$ cat src/rtl/cam_pkg.sv
// Package: bit positions and the status type shared by the alert monitor.
// Assumes the enable and control registers are at least 4 and 1 bits wide.
package cam_pkg;
    localparam int EN_SINGLE  = 0;  // one exceeding sample arms conversion alert
    localparam int EN_RUN     = 1;  // run of exceeding samples arms conversion alert
    localparam int EN_OC      = 2;  // overcurrent capture enable
    localparam int EN_SWOFF   = 3;  // software turn-off may drive the alert
    localparam int CTRL_SWOFF = 0;  // software turn-off request bit

    localparam int N_STAT = 2;
    localparam int ST_OC   = 0;
    localparam int ST_CONV = 1;

    typedef logic [N_STAT-1:0] stat_vec_t;
endpackage

$ cat src/rtl/cam_compare.sv
// Module: cam_compare
// Compares the upper TH_W bits of a sample with a threshold (strictly greater).
// Assumes SMP_W >= TH_W. Output is combinational and gated by the valid strobe.
module cam_compare #(
    parameter int SMP_W = 12,
    parameter int TH_W  = 8
) (
    input  logic             smp_valid,
    input  logic [SMP_W-1:0] smp_data,
    input  logic [TH_W-1:0]  thresh,
    output logic             hit
);
    localparam int TOP_LSB = SMP_W - TH_W;

    logic [TH_W-1:0] top_bits;

    // Purpose: pick the sample's upper bits and test them against the threshold.
    always_comb begin
        top_bits = smp_data[TOP_LSB +: TH_W];
        hit      = smp_valid && (top_bits > thresh);
    end
endmodule

$ cat src/rtl/cam_run_counter.sv
// Module: cam_run_counter
// Counts consecutive exceeding valid samples, saturating at RUN_LEN.
// Assumes hit is already qualified by smp_valid; invalid cycles hold the count.
module cam_run_counter #(
    parameter int RUN_LEN = 4
) (
    input  logic clk,
    input  logic rst_n,
    input  logic smp_valid,
    input  logic hit,
    output logic run_met
);
    localparam int CNT_W = $clog2(RUN_LEN + 1);
    localparam logic [CNT_W-1:0] CNT_MAX = CNT_W'(RUN_LEN);

    logic [CNT_W-1:0] cnt_q;
    logic [CNT_W-1:0] cnt_d;

    // Purpose: next count: hold when idle, restart on a miss, saturate on a hit.
    always_comb begin
        cnt_d = cnt_q;
        if (smp_valid) begin
            if (!hit)
                cnt_d = '0;
            else if (cnt_q != CNT_MAX)
                cnt_d = cnt_q + CNT_W'(1);
        end
        run_met = hit && (cnt_d == CNT_MAX);
    end

    // Purpose: count register with synchronous active-low reset.
    always_ff @(posedge clk) begin
        if (!rst_n)
            cnt_q <= '0;
        else
            cnt_q <= cnt_d;
    end
endmodule

$ cat src/rtl/cam_status.sv
// Module: cam_status
// A bank of sticky status bits. Clear has priority over set in the same cycle.
// Assumes set and clear are single-cycle qualified requests.
module cam_status
    import cam_pkg::*;
(
    input  logic      clk,
    input  logic      rst_n,
    input  stat_vec_t set_req,
    input  logic      clr,
    output stat_vec_t stat_q
);
    for (genvar i = 0; i < N_STAT; i++) begin : g_bit
        // Purpose: one sticky bit: reset, then clear, then set-or-hold.
        always_ff @(posedge clk) begin
            if (!rst_n)
                stat_q[i] <= 1'b0;
            else if (clr)
                stat_q[i] <= 1'b0;
            else if (set_req[i])
                stat_q[i] <= 1'b1;
        end
    end
endmodule

$ cat src/rtl/current_alert_monitor.sv
// Module: current_alert_monitor
// Top level. Tests current samples against a threshold in single-sample and
// run modes, latches overcurrent and conversion alerts, and drives the alert.
// Assumes the register values are stable in a register file outside the block.
module current_alert_monitor
    import cam_pkg::*;
#(
    parameter int SMP_W   = 12,
    parameter int TH_W    = 8,
    parameter int REG_W   = 8,
    parameter int RUN_LEN = 4
) (
    input  logic             clk,
    input  logic             rst_n,
    input  logic             smp_valid,
    input  logic [SMP_W-1:0] smp_data,
    input  logic             oc_trip,
    input  logic [REG_W-1:0] alert_en,
    input  logic [TH_W-1:0]  alert_th,
    input  logic [REG_W-1:0] ctrl,
    input  logic             clr,
    output logic             oc_status,
    output logic             conv_status,
    output logic             alert
);
    logic      hit;
    logic      run_met;
    logic      swoff_on;
    stat_vec_t set_req;
    stat_vec_t stat_q;

    cam_compare #(.SMP_W(SMP_W), .TH_W(TH_W)) u_cmp (
        .smp_valid (smp_valid),
        .smp_data  (smp_data),
        .thresh    (alert_th),
        .hit       (hit)
    );

    cam_run_counter #(.RUN_LEN(RUN_LEN)) u_run (
        .clk       (clk),
        .rst_n     (rst_n),
        .smp_valid (smp_valid),
        .hit       (hit),
        .run_met   (run_met)
    );

    // Purpose: form the set requests from the armed trigger modes.
    always_comb begin
        set_req          = '0;
        set_req[ST_OC]   = oc_trip && alert_en[EN_OC];
        set_req[ST_CONV] = (hit && alert_en[EN_SINGLE]) ||
                           (run_met && alert_en[EN_RUN]);
    end

    cam_status u_stat (
        .clk     (clk),
        .rst_n   (rst_n),
        .set_req (set_req),
        .clr     (clr),
        .stat_q  (stat_q)
    );

    // Purpose: combine the latched bits and the gated software turn-off.
    always_comb begin
        swoff_on    = alert_en[EN_SWOFF] && ctrl[CTRL_SWOFF];
        oc_status   = stat_q[ST_OC];
        conv_status = stat_q[ST_CONV];
        alert       = oc_status || conv_status || swoff_on;
    end
endmodule

$ cat config.mk
export PLATFORM = sky130hd
export DESIGN_NAME = current_alert_monitor
export DESIGN_NICKNAME = d
export VERILOG_FILES = /design/src/rtl/cam_pkg.sv /design/src/rtl/cam_compare.sv /design/src/rtl/cam_run_counter.sv /design/src/rtl/cam_status.sv /design/src/rtl/current_alert_monitor.sv
export SDC_FILE = /design/constraint.sdc
export NUM_CORES = 1
export LEC_CHECK = 0
export BUFFER_PORTS_ARGS = -buffer_cell sky130_fd_sc_hd__buf_2
export CAP_MARGIN = 20
export CORE_MARGIN = 8
export CORE_UTILIZATION = 32
export CTS_CLUSTER_SIZE = 25
export DETAILED_ROUTE_END_ITERATION = 6
export GPL_ROUTABILITY_DRIVEN = 0
export PLACE_DENSITY = 0.84
export SYNTH_ARGS = -nofsm -noshare
export SYNTH_HDL_FRONTEND = slang
export SYNTH_SLANG_ARGS = --single-unit
$ cat constraint.sdc
create_clock -name clk -period 1.5 [get_ports clk]
set_input_delay 0.3 -clock clk [delete_from_list [all_inputs] [get_ports clk]]
set_output_delay 0.3 -clock clk [all_outputs]
set_load 0.005 [all_outputs]
==> impl_metrics.py, run 1 <==
metrics = {
    "outcome": {
        "status": "completed",
    },
    "critical_path": {
        "crit_path_max_fanout": 3,
        "r2r-end": "u_stat.stat_q[1]",
        "critPathKind": "reg2reg",
        "crit_required_ns": 1.66,
        "critPathMaxStageDelay_ns": 0.38,
        "end_kind": "flip-flop",
        "cp_slowest_cell": "or3_4",
        "cp.arrival_ns": 1.63,
        "startpoint_type": "flip-flop",
        "cp_cell_sequence": "inv_2, ha_4, nand2_2, or3_4, a221oi_4, nor3_2, a211oi_2",
        "r2r_cells": 7,
        "rrSetupSlack_ns": 0.03,
        "rr_startpoint": "u_run.cnt_q[1]",
    },
    "yosys": {
        "ys_warn_count": 0,
        "synth_fp_nets": 115,
        "netlist_instances": 64,
        "ys_types": 21,
        "ys_seq_elements": 5,
        "synth_area_per_cell_um2": 7.57,
        "seq_area_frac_synth_pct": 20.7,
        "syn_area_um2": 484,
    },
    "sta": {
        "period_share_pct": 98.0,
        "fin_worst_skew_ns": 0.00205,
        "slew_violations": 0,
        "worstMarginPinSlew_ns": 0.298,
        "rsz0062_at_grt": "true",
        "min_period_ns": 1.47,
        "final-hold-violation-count": 0,
        "relSlewSlack_pct": 80.0,
        "holdWs_ns": 0.288,
        "fin_setup_tns_ns": 0,
        "max_freq_mhz": 681,
        "setup_violations": 0,
    },
    "floorplanning": {
        "start_util_pct": 33.3,
        "die_x_um": 54.9,
        "core_mm2": 0.00145,
        "pin_count": 44,
        "die_area_mm2": 0.00301,
        "num_rows": 14,
        "die_y_um": 54.9,
    },
    "cells_and_area": {
        "final_cell_mix": "buf_2 (28), inv_1 (10), ha_1 (9)",
        "final_nets": 151,
        "syn2layout_area_growth_pct": 53.2,
        "multi_input_area_um2": 387,
        "fin_cells": 115,
        "layout_commonest_cell": "buf_2",
        "drive_above_1_share_pct": 44.4,
        "regArea_um2": 101,
        "fin_area_um2": 742,
        "final_util_pct": 51.0,
        "antenna_cells": 0,
        "fill_cells": 142,
    },
    "power": {
        "worst_ir_drop_vdd_v": 0.000379,
        "p_per_area_mw_per_mm2": 575,
        "leakagePower_nw": 0.370,
    },
    "cts": {
        "clock_sinks": 5,
        "path_clk_slew_ns": 0.04,
        "ctsLongestPathBuffers": 2,
        "cts_tree": "done",
        "insertion_delay_ns": 0.23,
        "root_buffer": "clkbuf_4",
        "cts_inserted_buffers": 3,
        "htree_levels": 1,
    },
    "routing": {
        "antenna_left": 0,
        "drt_iter0_markers": 2,
        "post_drt_wl_per_cell_um": 11.9,
        "via_per_inst": 4.90,
        "firstDrtPassIters": 2,
        "routed-via-count": 564,
        "drcViolationCount": 0,
        "drt-total-wl_mm": 1.37,
    },
    "job": {
        "maxCapViolations": 0,
    },
    "hold_path": {
        "hp-class": "in2reg",
        "min_to": "u_stat.stat_q[0]",
        "min_path_cells": 3,
        "min_from": "alert_en[2]",
    },
    "global_route": {
        "grt_pass1_wl_mm": 2.16,
        "grt_antenna_before_repair": 0,
        "first_global_vias": 584,
        "overflow": 0,
        "grt_usage_pct": 9.51,
        "grt_max_degree": 8,
    },
    "placed_design": {
        "dpl_cell_area_um2": 667,
        "io_buffers": 28,
        "detailed_place_hpwl_mm": 1.19,
        "dp_cells": 111,
    },
}
==> cell type report <==
cell class,count,share of cell area [%]
multi-input cells,47,52.1
well taps,16,2.70
repair buffers,31,21.9
clock buffers,4,3.54
flip-flops and latches,5,13.7
inverters,12,6.07
==> worst max-delay path by stage <==
stage	start	endpoint	slack, ns	cells after the start
3_5_place_dp	alert_th[1]	u_run.cnt_q[2]	-0.14	8
4_1_cts	u_run.cnt_q[1]	u_stat.stat_q[1]	-0.01	7
5_1_grt	u_run.cnt_q[1]	u_stat.stat_q[1]	-0.05	7
3_3_place_gp	alert_th[1]	u_run.cnt_q[2]	-0.13	8
6_report	u_run.cnt_q[1]	u_stat.stat_q[1]	0.03	7
2_1_floorplan	u_run.cnt_q[0]	u_stat.stat_q[1]	0.02	7
==> where the power goes <==
part	internal (W)	switching [W]
Sequential	0.000139	0.00000359
Combinational	0.0000693	0.0000637
Clock	0.000100	0.0000510
Total	0.000308	0.000118
==> synthesized netlist by cell type <==
master,instances,area share (%)
o31ai_1,1,1.6
dfxtp_1,5,21
nor2_1,3,2.3
nand4_1,2,2.6
a21oi_1,5,5.2
nor2b_1,2,2.6
nand2b_1,1,1.3
a221oi_1,1,1.8
ha_1,10,26
or3_1,1,1.3
o211ai_1,2,3.1
nand2_1,6,4.7
nor3_1,1,1.0
o21ai_0,5,5.2
a211oi_2,1,2.6
nand3b_1,1,1.6
a211o_1,1,1.8
a211oi_1,2,3.1
inv_1,12,9.3
nand3_1,1,1.0
o21a_1,1,1.6
==> stage by stage <==
stage / power (W) / setup slack [ns]
2_1_floorplan: 0.000207 / 0.0182
3_3_place_gp: 0.000261 / -0.127
3_5_place_dp: 0.000267 / -0.142
4_1_cts: 0.000430 / -0.0107
5_1_grt: 0.000464 / -0.0489
6_report: 0.000426 / 0.0307
==> worst max-delay path, delay by kind of cell, from the launching register on <==
family,cells,cell delay (ns)
AND/OR/NAND/NOR,3,0.50
AO/OA/AOI/OAI,2,0.37
buffers and inverters,1,0.07
adder cells (fa/ha/maj),1,0.13
flip-flops,1,0.32
==> state kept, by name, indices dropped and copies added, names as in the netlist <==
name and count:
u_run.cnt_q 3, u_stat.stat_q 2
==> metal layers <==
| layer | global-route usage [%] | wire length (um) | up-vias |
|---|---|---|---|
| met5 | 0 | 0 | - |
| met3 | 2.67 | 71 | 0 |
| met1 | 10.1 | 582 | 251 |
| met4 | 3.60 | 0 | 0 |
| li1 | - | - | 296 |
| met2 | 17.4 | 720 | 17 |
==> repair_timing <==
item	CTS	global route
pin swaps	4	2
resized for setup	9	2
endpoints found under the setup margin	1	4
hold buffers	0	0
setup buffers	0	0
==> kinds of logic after synthesis <==
family / share of synthesized area, %
adders and majority gates: 25.8
and+or+nand+nor: 18.3
buffers and inverters: 9.30
DFF: 20.7
AOI/OAI and AO/OA: 25.8
Power figures use the tool's default switching activity.
==> inputs of run 2 (changes only) <==
--- a/config.mk
+++ b/config.mk
@@ -12,7 +12,8 @@
 export CTS_CLUSTER_SIZE = 25
 export DETAILED_ROUTE_END_ITERATION = 6
 export GPL_ROUTABILITY_DRIVEN = 0
-export PLACE_DENSITY = 0.84
+export MAX_ROUTING_LAYER = met4
+export PLACE_DENSITY_LB_ADDON = 0.25
 export SYNTH_ARGS = -nofsm -noshare
 export SYNTH_HDL_FRONTEND = slang
 export SYNTH_SLANG_ARGS = --single-unit
==> constraint.sdc (replaced) <==
create_clock -name clk -period 1.5 [get_ports clk]
set_input_delay 0.3 -clock clk [delete_from_list [all_inputs] [get_ports clk]]
set_output_delay 0.3 -clock clk [all_outputs]
set_load 0.02 [all_outputs]
==> impl_metrics.py, run 2 (synthesized netlist as in run 1, its figures left out) <==
metrics = {
    "outcome": {
        "status": "completed",
    },
    "sta": {
        "relSlewSlack_pct": 80.7,
        "final-hold-violation-count": 0,
        "max_freq_mhz": 676,
        "slew_violations": 0,
        "period_share_pct": 98.6,
        "layout_setup_ws_ns": 0.0210,
        "min_period_ns": 1.48,
        "worstMarginPinSlew_ns": 0.288,
        "rsz0062_at_grt": "true",
        "fin_worst_skew_ns": 0.00351,
        "setup_violations": 0,
        "fin_setup_tns_ns": 0,
    },
    "cells_and_area": {
        "final_nets": 156,
        "fill_cells": 139,
        "top_register": "u_run.cnt_q",
        "final_cell_mix": "buf_2 (28), inv_1 (10), ha_1 (9)",
        "drive_above_1_share_pct": 50.0,
        "layout_commonest_cell": "buf_2",
        "antenna_cells": 0,
        "largestRegisters": "u_run.cnt_q x3, u_stat.stat_q x2",
        "syn2layout_area_growth_pct": 63.0,
        "fin_area_um2": 790,
        "largest_reg_flops": 3,
    },
    "floorplanning": {
        "die_x_um": 54.9,
        "core_mm2": 0.00145,
        "num_rows": 14,
        "pin_count": 44,
        "start_util_pct": 33.3,
        "die_y_um": 54.9,
        "die_area_mm2": 0.00301,
    },
    "cts": {
        "hold_buffers": 0,
        "path_clk_slew_ns": 0.04,
        "clock_sinks": 5,
        "cts_inserted_buffers": 3,
        "insertion_delay_ns": 0.24,
        "htree_levels": 1,
        "cts_tree": "done",
        "ctsLongestPathBuffers": 2,
        "root_buffer": "clkbuf_4",
    },
    "critical_path": {
        "cp_slowest_cell": "or3_4",
        "crit_path_max_fanout": 2,
        "critPathKind": "reg2reg",
        "crit_family": "simple AND/OR/NAND/NOR gates",
        "cp.arrival_ns": 1.64,
        "cp_cell_sequence": "inv_2, ha_4, nand2_2, or3_4, a221oi_4, nor3_2, a211oi_2",
        "crit_buf_inv": 1,
        "end_kind": "flip-flop",
        "startpoint_type": "flip-flop",
        "crit_required_ns": 1.67,
        "critPathMaxStageDelay_ns": 0.39,
    },
    "power": {
        "switching_share_pct": 28.5,
        "worst_ir_drop_vdd_v": 0.000268,
        "p_switching_w": 0.000125,
        "leakagePower_nw": 0.396,
        "p_comb_share_pct": 33.1,
        "p_per_area_mw_per_mm2": 557,
        "seqPwrFrac_pct": 32.4,
        "clkPwrFrac_pct": 34.5,
        "intPower_w": 0.000315,
    },
    "routing": {
        "drt_iter0_markers": 4,
        "drt-total-wl_mm": 1.32,
        "firstDrtPassIters": 4,
        "antenna_left": 0,
        "routed-via-count": 571,
        "via_per_inst": 4.76,
        "post_drt_wl_per_cell_um": 11.0,
        "drcViolationCount": 0,
    },
    "global_route": {
        "grt_max_degree": 8,
        "overflow": 0,
        "grt_pass1_wl_mm": 2.09,
        "first_global_vias": 550,
        "grt_antenna_before_repair": 0,
        "grt_usage_pct": 9.52,
    },
    "hold_path": {
        "hp-class": "in2reg",
    },
    "placed_design": {
        "place_ws_ns": -0.163,
        "io_buffers": 28,
        "dpl_cell_area_um2": 689,
        "detailed_place_hpwl_mm": 1.07,
    },
    "job": {
        "maxCapViolations": 0,
    },
}
## run 2: changes by cell type in the layout (fill, tap and decap cells not counted)
cell,previous run,this run
buf_4,3,8
a21oi_2,0,1
dfxtp_1,4,3
dfxtp_2,1,2
a21oi_1,5,4
nand3_1,1,0
nand3_2,0,1
## run 2: worst paths after layout
| check | slack, ns | start | cells after the start | endpoint |
|---|---|---|---|---|
| setup / recovery | 0.02 | u_run.cnt_q[1] | 7 | u_stat.stat_q[1] |
| hold / removal | 0.31 | alert_en[2] | 3 | u_stat.stat_q[0] |
| setup reg to reg | 0.02 | u_run.cnt_q[1] | 7 | u_stat.stat_q[1] |
| hold reg to reg | 0.50 | u_stat.stat_q[0] | 2 | u_stat.stat_q[0] |
## run 2: power by group through the flow
stage | clock [W] | sequential (W) | combinational (W)
after detailed placement | 0 | 0.000143 | 0.000128
after global routing | 0.000168 | 0.000143 | 0.000166
after floorplan | 0 | 0.000147 | 0.0000650
after CTS | 0.000160 | 0.000142 | 0.000139
final | 0.000152 | 0.000142 | 0.000146
after global placement | 0 | 0.000143 | 0.000125
## run 2: worst reg2reg max path: cells and delay by family (launching register included)
| family | cells | cell delay, ns |
|---|---|---|
| and+or+nand+nor | 3 | 0.51 |
| DFF | 1 | 0.31 |
| adders and majority gates | 1 | 0.14 |
| buffers and inverters | 1 | 0.07 |
| AOI/OAI and AO/OA | 2 | 0.38 |
## run 2: stage by stage
stage	hold slack [ns]	cells	utilization, %	power, W
detailed placement	0.496	114	47.4	0.000271
global placement	0.487	114	47.4	0.000269
CTS	0.297	120	52.2	0.000442
floorplan	0.394	64	-	0.000212
finish	0.307	120	54.3	0.000440
global route	0.336	120	54.3	0.000477
## run 2: layout make-up
cell class	count	area, um^2	share of cell area, %
clock buffer	4	26.3	3.33
tap	16	20.0	2.54
sequential	5	103	13.0
inverter	12	45.0	5.71
multi-input combinational	47	395	50.1
timing repair buffer	36	200	25.4
## run 2: repair_timing
action,4_1_cts,5_1_grt
resized for setup,9,5
buffers inserted,2,0
setup endpoints to repair,1,2
pin swaps,5,2
## run 2: metal layers
layer | vias up | GRT usage (%) | wire length, um
met5 | - | - | 0
met4 | 0 | 4.40 | 17
met3 | 2 | 4.01 | 70
met2 | 15 | 15.7 | 713
met1 | 246 | 9.65 | 519
li1 | 308 | - | -
